`src/rtl/tg_pkg.sv`:
```
package tg_pkg;
  localparam int unsigned TG_LW = 24;
  localparam int unsigned TG_SW = 16;
  localparam int unsigned TG_AW = 4;

  typedef enum logic [TG_AW-1:0] {
    FLD_VS_OFS  = 4'd0,
    FLD_VS_HI   = 4'd1,
    FLD_VS_LO   = 4'd2,
    FLD_HS_DLY  = 4'd3,
    FLD_HS_HI   = 4'd4,
    FLD_HS_LO   = 4'd5,
    FLD_HS_CNT  = 4'd6,
    FLD_DE_DLY  = 4'd7,
    FLD_DE_HI   = 4'd8,
    FLD_DE_LO   = 4'd9,
    FLD_DE_CNT  = 4'd10
  } fld_addr_e;
endpackage

```
`src/rtl/tg_fields.sv`:
```
module tg_fields #(
  parameter int unsigned LW = tg_pkg::TG_LW,
  parameter int unsigned SW = tg_pkg::TG_SW,
  parameter int unsigned AW = tg_pkg::TG_AW
) (
  input  logic          clk,
  input  logic          rst_n,
  input  logic          wr_ok,
  input  logic [AW-1:0] wr_addr,
  input  logic [LW-1:0] wr_data,
  output logic [LW-1:0] vs_ofs,
  output logic [LW-1:0] vs_hi,
  output logic [LW-1:0] vs_lo,
  output logic [LW-1:0] hs_dly,
  output logic [SW-1:0] hs_hi,
  output logic [SW-1:0] hs_lo,
  output logic [SW-1:0] hs_cnt,
  output logic [LW-1:0] de_dly,
  output logic [SW-1:0] de_hi,
  output logic [SW-1:0] de_lo,
  output logic [SW-1:0] de_cnt
);
  import tg_pkg::*;

  logic [LW-1:0] vs_ofs_d, vs_hi_d, vs_lo_d, hs_dly_d, de_dly_d;
  logic [SW-1:0] hs_hi_d, hs_lo_d, hs_cnt_d, de_hi_d, de_lo_d, de_cnt_d;
  logic [SW-1:0] short_val;

  assign short_val = wr_data[SW-1:0];

  always_comb begin
    vs_ofs_d = vs_ofs;
    vs_hi_d  = vs_hi;
    vs_lo_d  = vs_lo;
    hs_dly_d = hs_dly;
    hs_hi_d  = hs_hi;
    hs_lo_d  = hs_lo;
    hs_cnt_d = hs_cnt;
    de_dly_d = de_dly;
    de_hi_d  = de_hi;
    de_lo_d  = de_lo;
    de_cnt_d = de_cnt;
    if (wr_ok) begin
      case (wr_addr)
        FLD_VS_OFS: vs_ofs_d = wr_data;
        FLD_VS_HI:  vs_hi_d  = wr_data;
        FLD_VS_LO:  vs_lo_d  = wr_data;
        FLD_HS_DLY: hs_dly_d = wr_data;
        FLD_HS_HI:  hs_hi_d  = short_val;
        FLD_HS_LO:  hs_lo_d  = short_val;
        FLD_HS_CNT: hs_cnt_d = short_val;
        FLD_DE_DLY: de_dly_d = wr_data;
        FLD_DE_HI:  de_hi_d  = short_val;
        FLD_DE_LO:  de_lo_d  = short_val;
        FLD_DE_CNT: de_cnt_d = short_val;
        default: ;
      endcase
    end
  end

  always_ff @(posedge clk or negedge rst_n) begin
    if (!rst_n) begin
      vs_ofs <= '0;
      vs_hi  <= '0;
      vs_lo  <= '0;
      hs_dly <= '0;
      hs_hi  <= '0;
      hs_lo  <= '0;
      hs_cnt <= '0;
      de_dly <= '0;
      de_hi  <= '0;
      de_lo  <= '0;
      de_cnt <= '0;
    end else if (wr_ok) begin
      vs_ofs <= vs_ofs_d;
      vs_hi  <= vs_hi_d;
      vs_lo  <= vs_lo_d;
      hs_dly <= hs_dly_d;
      hs_hi  <= hs_hi_d;
      hs_lo  <= hs_lo_d;
      hs_cnt <= hs_cnt_d;
      de_dly <= de_dly_d;
      de_hi  <= de_hi_d;
      de_lo  <= de_lo_d;
      de_cnt <= de_cnt_d;
    end
  end
endmodule

```
`src/rtl/tg_position.sv`:
```
module tg_position #(
  parameter int unsigned PW = 26
) (
  input  logic          clk,
  input  logic          rst_n,
  input  logic          enable,
  input  logic [PW-1:0] frame_len,
  output logic [PW-1:0] pos_d,
  output logic [PW-1:0] pos_q,
  output logic          run_q
);
  logic [PW-1:0] pos_inc;

  assign pos_inc = pos_q + PW'(1);

  always_comb begin
    if (!enable || !run_q)        pos_d = '0;
    else if (pos_inc >= frame_len) pos_d = '0;
    else                           pos_d = pos_inc;
  end

  always_ff @(posedge clk or negedge rst_n) begin
    if (!rst_n) begin
      pos_q <= '0;
      run_q <= 1'b0;
    end else begin
      pos_q <= pos_d;
      run_q <= enable;
    end
  end
endmodule

```
`src/rtl/tg_train.sv`:
```
module tg_train #(
  parameter int unsigned SW = tg_pkg::TG_SW
) (
  input  logic          clk,
  input  logic          rst_n,
  input  logic          clear,
  input  logic          fire,
  input  logic [SW-1:0] hi_len,
  input  logic [SW-1:0] lo_len,
  input  logic [SW-1:0] count,
  output logic          out,
  output logic [SW-1:0] phase,
  output logic [SW-1:0] index
);
  logic          busy_q, busy_d, hi_q, hi_d;
  logic [SW-1:0] ph_q, ph_d, idx_q, idx_d;
  logic          last_pulse, hi_end, lo_end, fire_ok;

  assign last_pulse = (idx_q == count - SW'(1));
  assign hi_end     = (ph_q == hi_len - SW'(1));
  assign lo_end     = (ph_q == lo_len - SW'(1));
  assign fire_ok    = fire && (count != '0) && (hi_len != '0);

  always_comb begin
    busy_d = busy_q;
    hi_d   = hi_q;
    ph_d   = ph_q;
    idx_d  = idx_q;
    if (busy_q) begin
      if (hi_q) begin
        if (!hi_end) begin
          ph_d = ph_q + SW'(1);
        end else if (lo_len != '0) begin
          hi_d = 1'b0;
          ph_d = '0;
        end else if (last_pulse) begin
          busy_d = 1'b0;
        end else begin
          ph_d  = '0;
          idx_d = idx_q + SW'(1);
        end
      end else begin
        if (!lo_end) begin
          ph_d = ph_q + SW'(1);
        end else if (last_pulse) begin
          busy_d = 1'b0;
        end else begin
          hi_d  = 1'b1;
          ph_d  = '0;
          idx_d = idx_q + SW'(1);
        end
      end
    end
    if (clear) busy_d = 1'b0;
    if (fire_ok) begin
      busy_d = 1'b1;
      hi_d   = 1'b1;
      ph_d   = '0;
      idx_d  = '0;
    end
  end

  always_ff @(posedge clk or negedge rst_n) begin
    if (!rst_n) begin
      busy_q <= 1'b0;
      hi_q   <= 1'b0;
      ph_q   <= '0;
      idx_q  <= '0;
    end else begin
      busy_q <= busy_d;
      hi_q   <= hi_d;
      ph_q   <= ph_d;
      idx_q  <= idx_d;
    end
  end

  assign out   = busy_q & hi_q;
  assign phase = ph_q;
  assign index = idx_q;
endmodule

```
`src/rtl/vsync_timing_gen.sv`:
```
module vsync_timing_gen #(
  parameter int unsigned LW = tg_pkg::TG_LW,
  parameter int unsigned SW = tg_pkg::TG_SW,
  parameter int unsigned AW = tg_pkg::TG_AW
) (
  input  logic          clk,
  input  logic          rst_n,
  input  logic          enable,
  input  logic          wr_en,
  input  logic [AW-1:0] wr_addr,
  input  logic [LW-1:0] wr_data,
  output logic          vs_o,
  output logic          hs_o,
  output logic          de_o,
  output logic [SW-1:0] px_x,
  output logic [SW-1:0] px_y
);
  localparam int unsigned PW = LW + 2;
  localparam int unsigned NTRAIN = 2;

  logic [LW-1:0] cfg_vs_ofs, cfg_vs_hi, cfg_vs_lo, cfg_hs_dly, cfg_de_dly;
  logic [SW-1:0] cfg_hs_hi, cfg_hs_lo, cfg_hs_cnt;
  logic [SW-1:0] cfg_de_hi, cfg_de_lo, cfg_de_cnt;
  logic [PW-1:0] frame_len, vs_end, pos_d, pos_q;
  logic          run_q, frame_clear, vs_d, vs_q;

  tg_fields #(.LW(LW), .SW(SW), .AW(AW)) i_fields (
    .clk(clk), .rst_n(rst_n), .wr_ok(wr_en & ~enable),
    .wr_addr(wr_addr), .wr_data(wr_data),
    .vs_ofs(cfg_vs_ofs), .vs_hi(cfg_vs_hi), .vs_lo(cfg_vs_lo),
    .hs_dly(cfg_hs_dly), .hs_hi(cfg_hs_hi), .hs_lo(cfg_hs_lo),
    .hs_cnt(cfg_hs_cnt), .de_dly(cfg_de_dly), .de_hi(cfg_de_hi),
    .de_lo(cfg_de_lo), .de_cnt(cfg_de_cnt)
  );

  assign frame_len = PW'(cfg_vs_ofs) + PW'(cfg_vs_hi) + PW'(cfg_vs_lo);
  assign vs_end    = PW'(cfg_vs_ofs) + PW'(cfg_vs_hi);

  tg_position #(.PW(PW)) i_position (
    .clk(clk), .rst_n(rst_n), .enable(enable), .frame_len(frame_len),
    .pos_d(pos_d), .pos_q(pos_q), .run_q(run_q)
  );

  assign frame_clear = (pos_d == '0);
  assign vs_d = enable && (pos_d >= PW'(cfg_vs_ofs)) && (pos_d < vs_end);

  always_ff @(posedge clk or negedge rst_n) begin
    if (!rst_n) vs_q <= 1'b0;
    else        vs_q <= vs_d;
  end

  logic [LW-1:0] tr_dly [NTRAIN];
  logic [SW-1:0] tr_hi  [NTRAIN];
  logic [SW-1:0] tr_lo  [NTRAIN];
  logic [SW-1:0] tr_cnt [NTRAIN];
  logic          tr_out [NTRAIN];
  logic [SW-1:0] tr_ph  [NTRAIN];
  logic [SW-1:0] tr_idx [NTRAIN];

  assign tr_dly[0] = cfg_hs_dly;
  assign tr_hi[0]  = cfg_hs_hi;
  assign tr_lo[0]  = cfg_hs_lo;
  assign tr_cnt[0] = cfg_hs_cnt;
  assign tr_dly[1] = cfg_de_dly;
  assign tr_hi[1]  = cfg_de_hi;
  assign tr_lo[1]  = cfg_de_lo;
  assign tr_cnt[1] = cfg_de_cnt;

  for (genvar g = 0; g < NTRAIN; g++) begin : g_train
    logic [PW-1:0] start_pos;
    logic          fire;
    assign start_pos = PW'(cfg_vs_ofs) + PW'(tr_dly[g]);
    assign fire      = enable && (pos_d == start_pos);
    tg_train #(.SW(SW)) i_train (
      .clk(clk), .rst_n(rst_n), .clear(frame_clear), .fire(fire),
      .hi_len(tr_hi[g]), .lo_len(tr_lo[g]), .count(tr_cnt[g]),
      .out(tr_out[g]), .phase(tr_ph[g]), .index(tr_idx[g])
    );
  end

  assign vs_o = vs_q;
  assign hs_o = tr_out[0];
  assign de_o = tr_out[1];
  assign px_x = tr_out[1] ? tr_ph[1]  : '0;
  assign px_y = tr_out[1] ? tr_idx[1] : '0;
endmodule

```
`config.mk`:
```
export PLATFORM = sky130hd
export DESIGN_NAME = vsync_timing_gen
export DESIGN_NICKNAME = d
export VERILOG_FILES = /design/src/rtl/tg_pkg.sv /design/src/rtl/tg_fields.sv /design/src/rtl/tg_position.sv /design/src/rtl/tg_train.sv /design/src/rtl/vsync_timing_gen.sv
export SDC_FILE = /design/constraint.sdc
export NUM_CORES = 1
export LEC_CHECK = 0
export ABC_AREA = 0
export BUFFER_PORTS_ARGS = -buffer_cell sky130_fd_sc_hd__buf_2
export CAP_MARGIN = 30
export CORE_ASPECT_RATIO = 0.75
export CORE_MARGIN = 3
export CORE_UTILIZATION = 42
export CTS_BUF_LIST = sky130_fd_sc_hd__clkbuf_16
export DETAILED_ROUTE_END_ITERATION = 16
export PLACE_DENSITY = 0.65
export SLEW_MARGIN = 20
export SYNTH_ARGS = -nofsm -noshare
export SYNTH_HDL_FRONTEND = slang
export SYNTH_SLANG_ARGS = --single-unit
```
`constraint.sdc`:
```
create_clock -name clk -period 7.8 [get_ports clk]
set_input_delay 0.78 -clock clk [delete_from_list [all_inputs] [get_ports clk]]
set_output_delay 0.78 -clock clk [all_outputs]
set_load 0.03 [all_outputs]
```
; Yosys cells after proc, flatten, opt, wreduce, memory -nomap -nowiden
; Cells that the tools add are included.
[word_totals]
wordCells = 162
in_bits = 32
romBits = 0
ramBits = 0
reg_bits = 312
latch_bits = 0
output_inout_bits = 35
mem_count = 0
[op_classes]
mul = 0
reduce_logical = 36
eq_ne = 22
bitwise_logic = 4
div_mod_pow = 0
shifts = 0
muxes = 60
add_sub_neg = 15
n_lt_le_gt_ge = 3
[op_table]
columns = op, count
row1 = $mux W16, 30
row2 = $eq A16 B16 Y1, 6
row3 = $reduce_bool A16 Y1, 6
row4 = $sub A16 B1 Y16 const B, 6
row5 = $add A24 B24 Y25, 3
row6 = $add A16 B1 Y16 const B, 4
row7 = $eq A26 B25 Y1, 2
row8 = $mux W26, 2
row9 = $mux W1, 28
row10 = $add A26 B1 Y26 const B, 1
row11 = $add A26 B24 Y26, 1
row12 = $ge A26 B24 Y1, 1
row13 = $ge A26 B26 Y1, 1
row14 = $logic_not A26 Y1, 1
row15 = $lt A26 B25 Y1, 1
row16 = $reduce_and A2 Y1, 11
row17 = $eq A4 B3 Y1 const B, 4
row18 = $eq A4 B4 Y1 const B, 3
row19 = $ne A3 B3 Y1 const B, 4
row20 = $eq A4 B2 Y1 const B, 2
row21 = $logic_and A1 B1 Y1, 8
row22 = $reduce_and A4 Y1, 2
row23 = $reduce_bool A3 Y1, 2
row24 = $eq A4 B1 Y1 const B, 1
row25 = other kinds (6), 10

; Logic depth before layout (Yosys ltp)
[logic_depth]
word_depth = 11
ltp_mapped = 43
depth_no_buf = 41

; Hierarchy
; Synthesis repeated with hierarchy kept, for this count alone.
[unflattened]
hier_cells = 2701
area_unflattened_um2 = 25154.1
[by_module_without_submodules]
columns = mod, area_each_um2, cells_each, n_inst, seq_area_each_um2
row1 = tg_fields, 8210.4, 487, 1, 5405.2
row2 = tg_train, 3885.0, 492, 2, 850.8
row3 = vsync_timing_gen, 7066.8, 994, 1, 25.0
row4 = tg_position, 2107.0, 236, 1, 675.6

; Worst setup path after synthesis
; No wires, ideal clock.
[synth_path]
path_type = reg2reg
from = register i_fields.vs_ofs[1]
to = register vs_q, in the netlist vs_o
arrival_time_ps = 8196
n_path_buf = 3
path_slack_ps = -519
period_less_slack_ps = 8319
path_stages_with_launch = 43
setup_time_ps = 123
required_time_ps = 7677
cell_sequence = dfrtp_1 -> inv_1 -> fa_1 -> inv_1 -> a21oi_1 -> o21bai_1 -> a31oi_1 -> o21ai_0 -> a221oi_1 -> o21ai_0 -> nor2_1 -> xnor2_1 -> ha_1 -> a21o_1 -> a21oi_1 -> nand2_1 -> or3_1 -> a31o_2 -> [... 7 more ...] -> nand2_1 -> o21a_1 -> nand2_1 -> clkbuf_1 -> clkbuf_1 -> buf_1 -> nor2_1 -> ha_1 -> nand2_1 -> nor2_1 -> o21ai_0 -> nand2b_1 -> maj3_1 -> a21oi_1 -> o21ai_0 -> a211oi_1 -> nor2_1 -> o221a_2
[synth_via]
elab_chain_len = 8
word_cells_on_any_way = 9
cone_classes = add/sub (2) / order compare (3) / mux (2) / reduce/logical (2)
[synth_rtl]
columns = item, line_no
row1 = "start, declared", tg_fields.sv:11  ; output logic [LW-1:0] vs_ofs,
row2 = "start signal, assigned", tg_fields.sv:75  ; vs_ofs <= vs_ofs_d;
row3 = $add A24 B24 Y25 *, vsync_timing_gen.sv:36  ; assign frame_len = PW'(cfg_vs_ofs) + PW'(cfg_vs_hi) + PW'(cfg_vs_lo);
row4 = $add A26 B24 Y26 *, vsync_timing_gen.sv:36
row5 = $ge A26 B26 Y1 *, tg_position.sv:18  ; else if (pos_inc >= frame_len) pos_d = '0;
row6 = $mux W26 *, tg_position.sv:18
row7 = $mux W26 *, tg_position.sv:17  ; if (!enable || !run_q) pos_d = '0;
row8 = named net i_position.pos_d[5], tg_position.sv:8  ; output logic [PW-1:0] pos_d,
row9 = $ge A26 B24 Y1, vsync_timing_gen.sv:45  ; assign vs_d = enable && (pos_d >= PW'(cfg_vs_ofs)) && (pos_d < vs_end);
row10 = $logic_and A1 B1 Y1, vsync_timing_gen.sv:45
row11 = $logic_and A1 B1 Y1 *, vsync_timing_gen.sv:45
row12 = named net vs_d, vsync_timing_gen.sv:25  ; logic run_q, frame_clear, vs_d, vs_q;
row13 = "end signal, assigned", vsync_timing_gen.sv:49  ; else vs_q <= vs_d;
row14 = "end, declared", vsync_timing_gen.sv:25
; Mark *: on every way through the listed nets, which the timed path passes. The rest lies on a longest branch.
; A chain may end at the register's enable or synchronous reset.

; Worst setup path in the final report
[layout_path]
from = register i_fields.vs_ofs[1]
to = register g_train[1].i_train.idx_q[14]
[layout_via]
elab_chain_len = 11
word_cells_on_any_way = 16
cone_classes = add/sub (3) / order compare (1) / eq/ne (3) / mux (3) / reduce/logical (6)
[layout_rtl]
columns = item, line_no
row1 = $add A24 B24 Y25 *, vsync_timing_gen.sv:36
row2 = $add A26 B24 Y26 *, vsync_timing_gen.sv:36
row3 = $ge A26 B26 Y1 *, tg_position.sv:18
row4 = $mux W26 *, tg_position.sv:18
row5 = $mux W26 *, tg_position.sv:17
row6 = named net i_position.pos_d[16], tg_position.sv:8
row7 = $eq A26 B25 Y1 *, vsync_timing_gen.sv:73  ; assign fire = enable && (pos_d == start_pos);
row8 = $logic_and A1 B1 Y1 *, vsync_timing_gen.sv:73
row9 = $logic_and A1 B1 Y1 * (2 in a row), tg_train.sv:22  ; assign fire_ok = fire && (count != '0) && (hi_len != '0);
row10 = $ne A3 B3 Y1 (no source line) (tied with other cells), -
row11 = $reduce_and A4 Y1 (no source line), -
row12 = "end signal, assigned", tg_train.sv:73  ; idx_q <= idx_d;
row13 = "end, declared", tg_train.sv:16  ; logic [SW-1:0] ph_q, ph_d, idx_q, idx_d;
; Marks and branches as above.

==> impl_metrics.tcl <==
set metrics [dict create \
    seqPwrFrac_pct 25.6 \
    slew_violations 0 \
    fin_ws_ns -0.2140 \
    pin_count 67 \
    synth_largest_area_cell "dfrtp_1" \
    die_h_um 214.6 \
    irDropWorstVdd_v 0.0001571 \
    grt_pass1_vias 21374 \
    intPower_uw 5325 \
    fin_util_pct 51.61 \
    yosysUniqueCellTypes 94 \
    worst_slew_pin_slew_ns 1.106 \
    clkPwrFrac_pct 19.8 \
    worstSkewPairLatency_ns 0.59 \
    r2r-end "g_train[1].i_train.index[14]" \
    rows 75 \
    cts.clk_slew.worst_paths_ns 0.06 \
    cts_tree "yes" \
    r2r_setup_slack_ns -0.21 \
    powerDensity_mw_per_mm2 317.9 \
    start_util_pct 42.99 \
    rr_worst_depth 36 \
    start_kind "flop" \
    max-cap-violations 0 \
    end_kind "flop" \
    ys_ff_latch 312 \
    yosysMostFrequentCell "dfrtp_1" \
    syn2layout_area_growth_pct 20.05 \
    power_uw 9301 \
    synth_area_per_cell_sq_um 9.262 \
    grt_pass1_wl_um 126800 \
    drc 0 \
    num_antenna_cells 0 \
    globalplace.congestion 0.9654 \
    switching_share_pct 42.75 \
    skew_ns 0.02797 \
    first_iter_violations 2202 \
    max-slew-margin-rel_pct 26.26 \
    fin_crit_sh_pct 102.7 \
    coreArea_sq_mm 0.05668 \
    cts_buffers 38 \
    first_pass_iters 6 \
    setup_violations 69 \
    slowest_stage "or4_4" \
    cpMostUsedCell "a21o_1" \
    period_minus_slack_ns 8.014 \
    vias 22113 \
    synth_warnings 0 \
    synth.area.top_cells "dfrtp_1, mux2_2, ha_1, xnor2_1, xor2_1" \
    nNetsFinal 3088 \
    syn_nets 2847 \
    worstPathRequired_ns 8.26 \
    io_buffer_count 66 \
    cp_data_arrival_time_ns 8.47 \
    worst_path_largest_cell_delay_ns 0.57 \
    clock_sinks 312 \
    hold_viol_final 0 \
    wl_per_cell_um 22.75 \
    routed_via_density 6.025 \
    ant_nets 0 \
    htree_levels 2 \
    synth_flop_cell "dfrtp_1" \
    crit_fanout 5 \
    ys_top_cells_by_count "dfrtp_1, mux2_2, nor2_1" \
    netlist.area_leader.share_pct 32.04 \
    violations "negative setup slack" \
    drive_gt1_share_pct 25.41 \
    cts_root_buf "clkbuf_16" \
    synth-edff-count 0 \
    grt_max_degree 141 \
    netlist_area_sq_mm 0.02437 \
    netlist_instances 2631 \
    wl_um 83500 \
    postSynth.asyncResetShare_pct 100.0 \
    worstSetupPathType "flop to flop" \
    rsz0062_at_grt "true" \
    combPwrFrac_pct 54.6 \
    overflow 0 \
    die_area_sq_mm 0.06098 \
    cts_hold_buf 0 \
    seq_area_frac_synth_pct 32.04 \
    grt_usage_pct 26.34 \
    status "finished with violations" \
    cts_buffer_depth 3 \
    antenna_found_initial 4 \
    fin_hold_ws_ns 0.2444 \
    leakagePower_uw 0.01351 \
    p_switching_uw 3976 \
    die-width_um 284.1 \
    clock.fmax_mhz 124.8 \
    min_path_type "input pin to async pin" \
    hpwl_um 61100 \
    dpl_worst_slack_ns -0.9452 \
    r2r_start "i_fields.vs_ofs[1]" \
]
power by group through the flow:
stage | Combinational (uW) | Clock, uW | Sequential [uW]
after floorplan | 3150 | 0 | 2180
after global placement | 4430 | 0 | 2390
after detailed placement | 4570 | 0 | 2410
after CTS | 4820 | 1880 | 2380
after global routing | 5510 | 1940 | 2430
final | 5070 | 1840 | 2390
metal layers:
metal  GRT usage, %  routed length, um  vias to the layer above
li1               -                  -                    10101
met1          40.90              39920                    11036
met2          37.56              33960                      860
met3          4.655               7563                      116
met4          6.066               2058                        0
met5              0                  0                        -
cell type report:
cell class                 count  area (sq um)
clock inverter                30         304.0
sequential                   312          7810
timing repair buffer         310          2452
fill                        5183         27430
multi-input combinational   2080         16290
clock buffer                  38         950.9
tap                          770         963.4
inverter                     130         488.0
per-stage QoR:
stage	setup TNS (ns)	instance area [sq um]	cells
global route	-23.16	29250	3670
finish	-11.15	29250	3670
floorplan	0	24380	2631
detailed placement	-49.55	26710	3549
CTS	-0.5982	28740	3654
global placement	-37.77	26680	3546
cell usage in the layout, fill, tap and decap left out, drive strengths merged, types with 38 or more instances in the layout:
master | netlist | final
inv | 129 | 140
nor3 | 74 | 74
clkbuf | 96 | 41
a21o | 52 | 52
and3 | 78 | 78
mux2 | 221 | 221
a21oi | 131 | 131
buf | 13 | 306
dfrtp | 312 | 312
ha | 180 | 180
nor2 | 193 | 193
nand2 | 134 | 134
xnor2 | 166 | 166
nand4 | 51 | 51
xor2 | 113 | 113
o21ai | 107 | 107
nand3 | 72 | 72
nor4 | 38 | 38
flip-flops by register name, summed over array words and instances, names as in the netlist, 24 cells and up:
register / flops
i_fields.vs_lo: 24
i_position.pos_q: 26
i_fields.hs_dly: 24
g_train.i_train.phase: 32
i_fields.de_dly: 24
i_fields.vs_hi: 24
i_fields.vs_ofs: 24
g_train.i_train.index: 32
repair_timing:
item                       CTS  global route
gates resized for setup     88            77
buffers inserted            36            10
pin swaps                   53            74
cloned                       5             5
setup endpoints to repair   69            69
critical path, delay by kind of cell, from the launching register on:
family / cells / cell delay, ns
buffers and inverters: 5 / 0.78
xor gates and xnor gates: 4 / 0.62
DFF: 1 / 0.43
AOI/OAI and AO/OA: 15 / 2.86
and+or+nand+nor: 9 / 2.48
adders and majority gates: 3 / 0.74
worst max-delay path by stage:
stage,slack [ns],from,end,depth (start not counted)
2_1_floorplan,0.004,i_fields.vs_ofs[1],vs_o,40
6_report,-0.21,i_fields.vs_ofs[1],g_train[1].i_train.index[14],36
3_3_place_gp,-0.85,i_fields.vs_ofs[0],vs_o,42
4_1_cts,-0.04,i_fields.vs_hi[0],g_train[1].i_train.index[8],36
3_5_place_dp,-0.95,i_fields.vs_ofs[0],vs_o,42
5_1_grt,-0.38,i_fields.vs_ofs[0],g_train[1].i_train.hi_q,37
logic make-up (layout without fill, tap and decap cells):
kind of cell | count (synthesis) | count (layout) | share of synthesized area [%]
muxes | 237 | 237 | 10.87
adders and majority gates | 188 | 188 | 9.735
AOI/OAI and AO/OA | 543 | 543 | 14.98
buffers and inverters | 239 | 508 | 3.861
DFF | 312 | 312 | 32.04
xor gates and xnor gates | 281 | 281 | 10.27
and+or+nand+nor | 831 | 831 | 18.24
No activity file was read; power rests on OpenSTA's default activity.
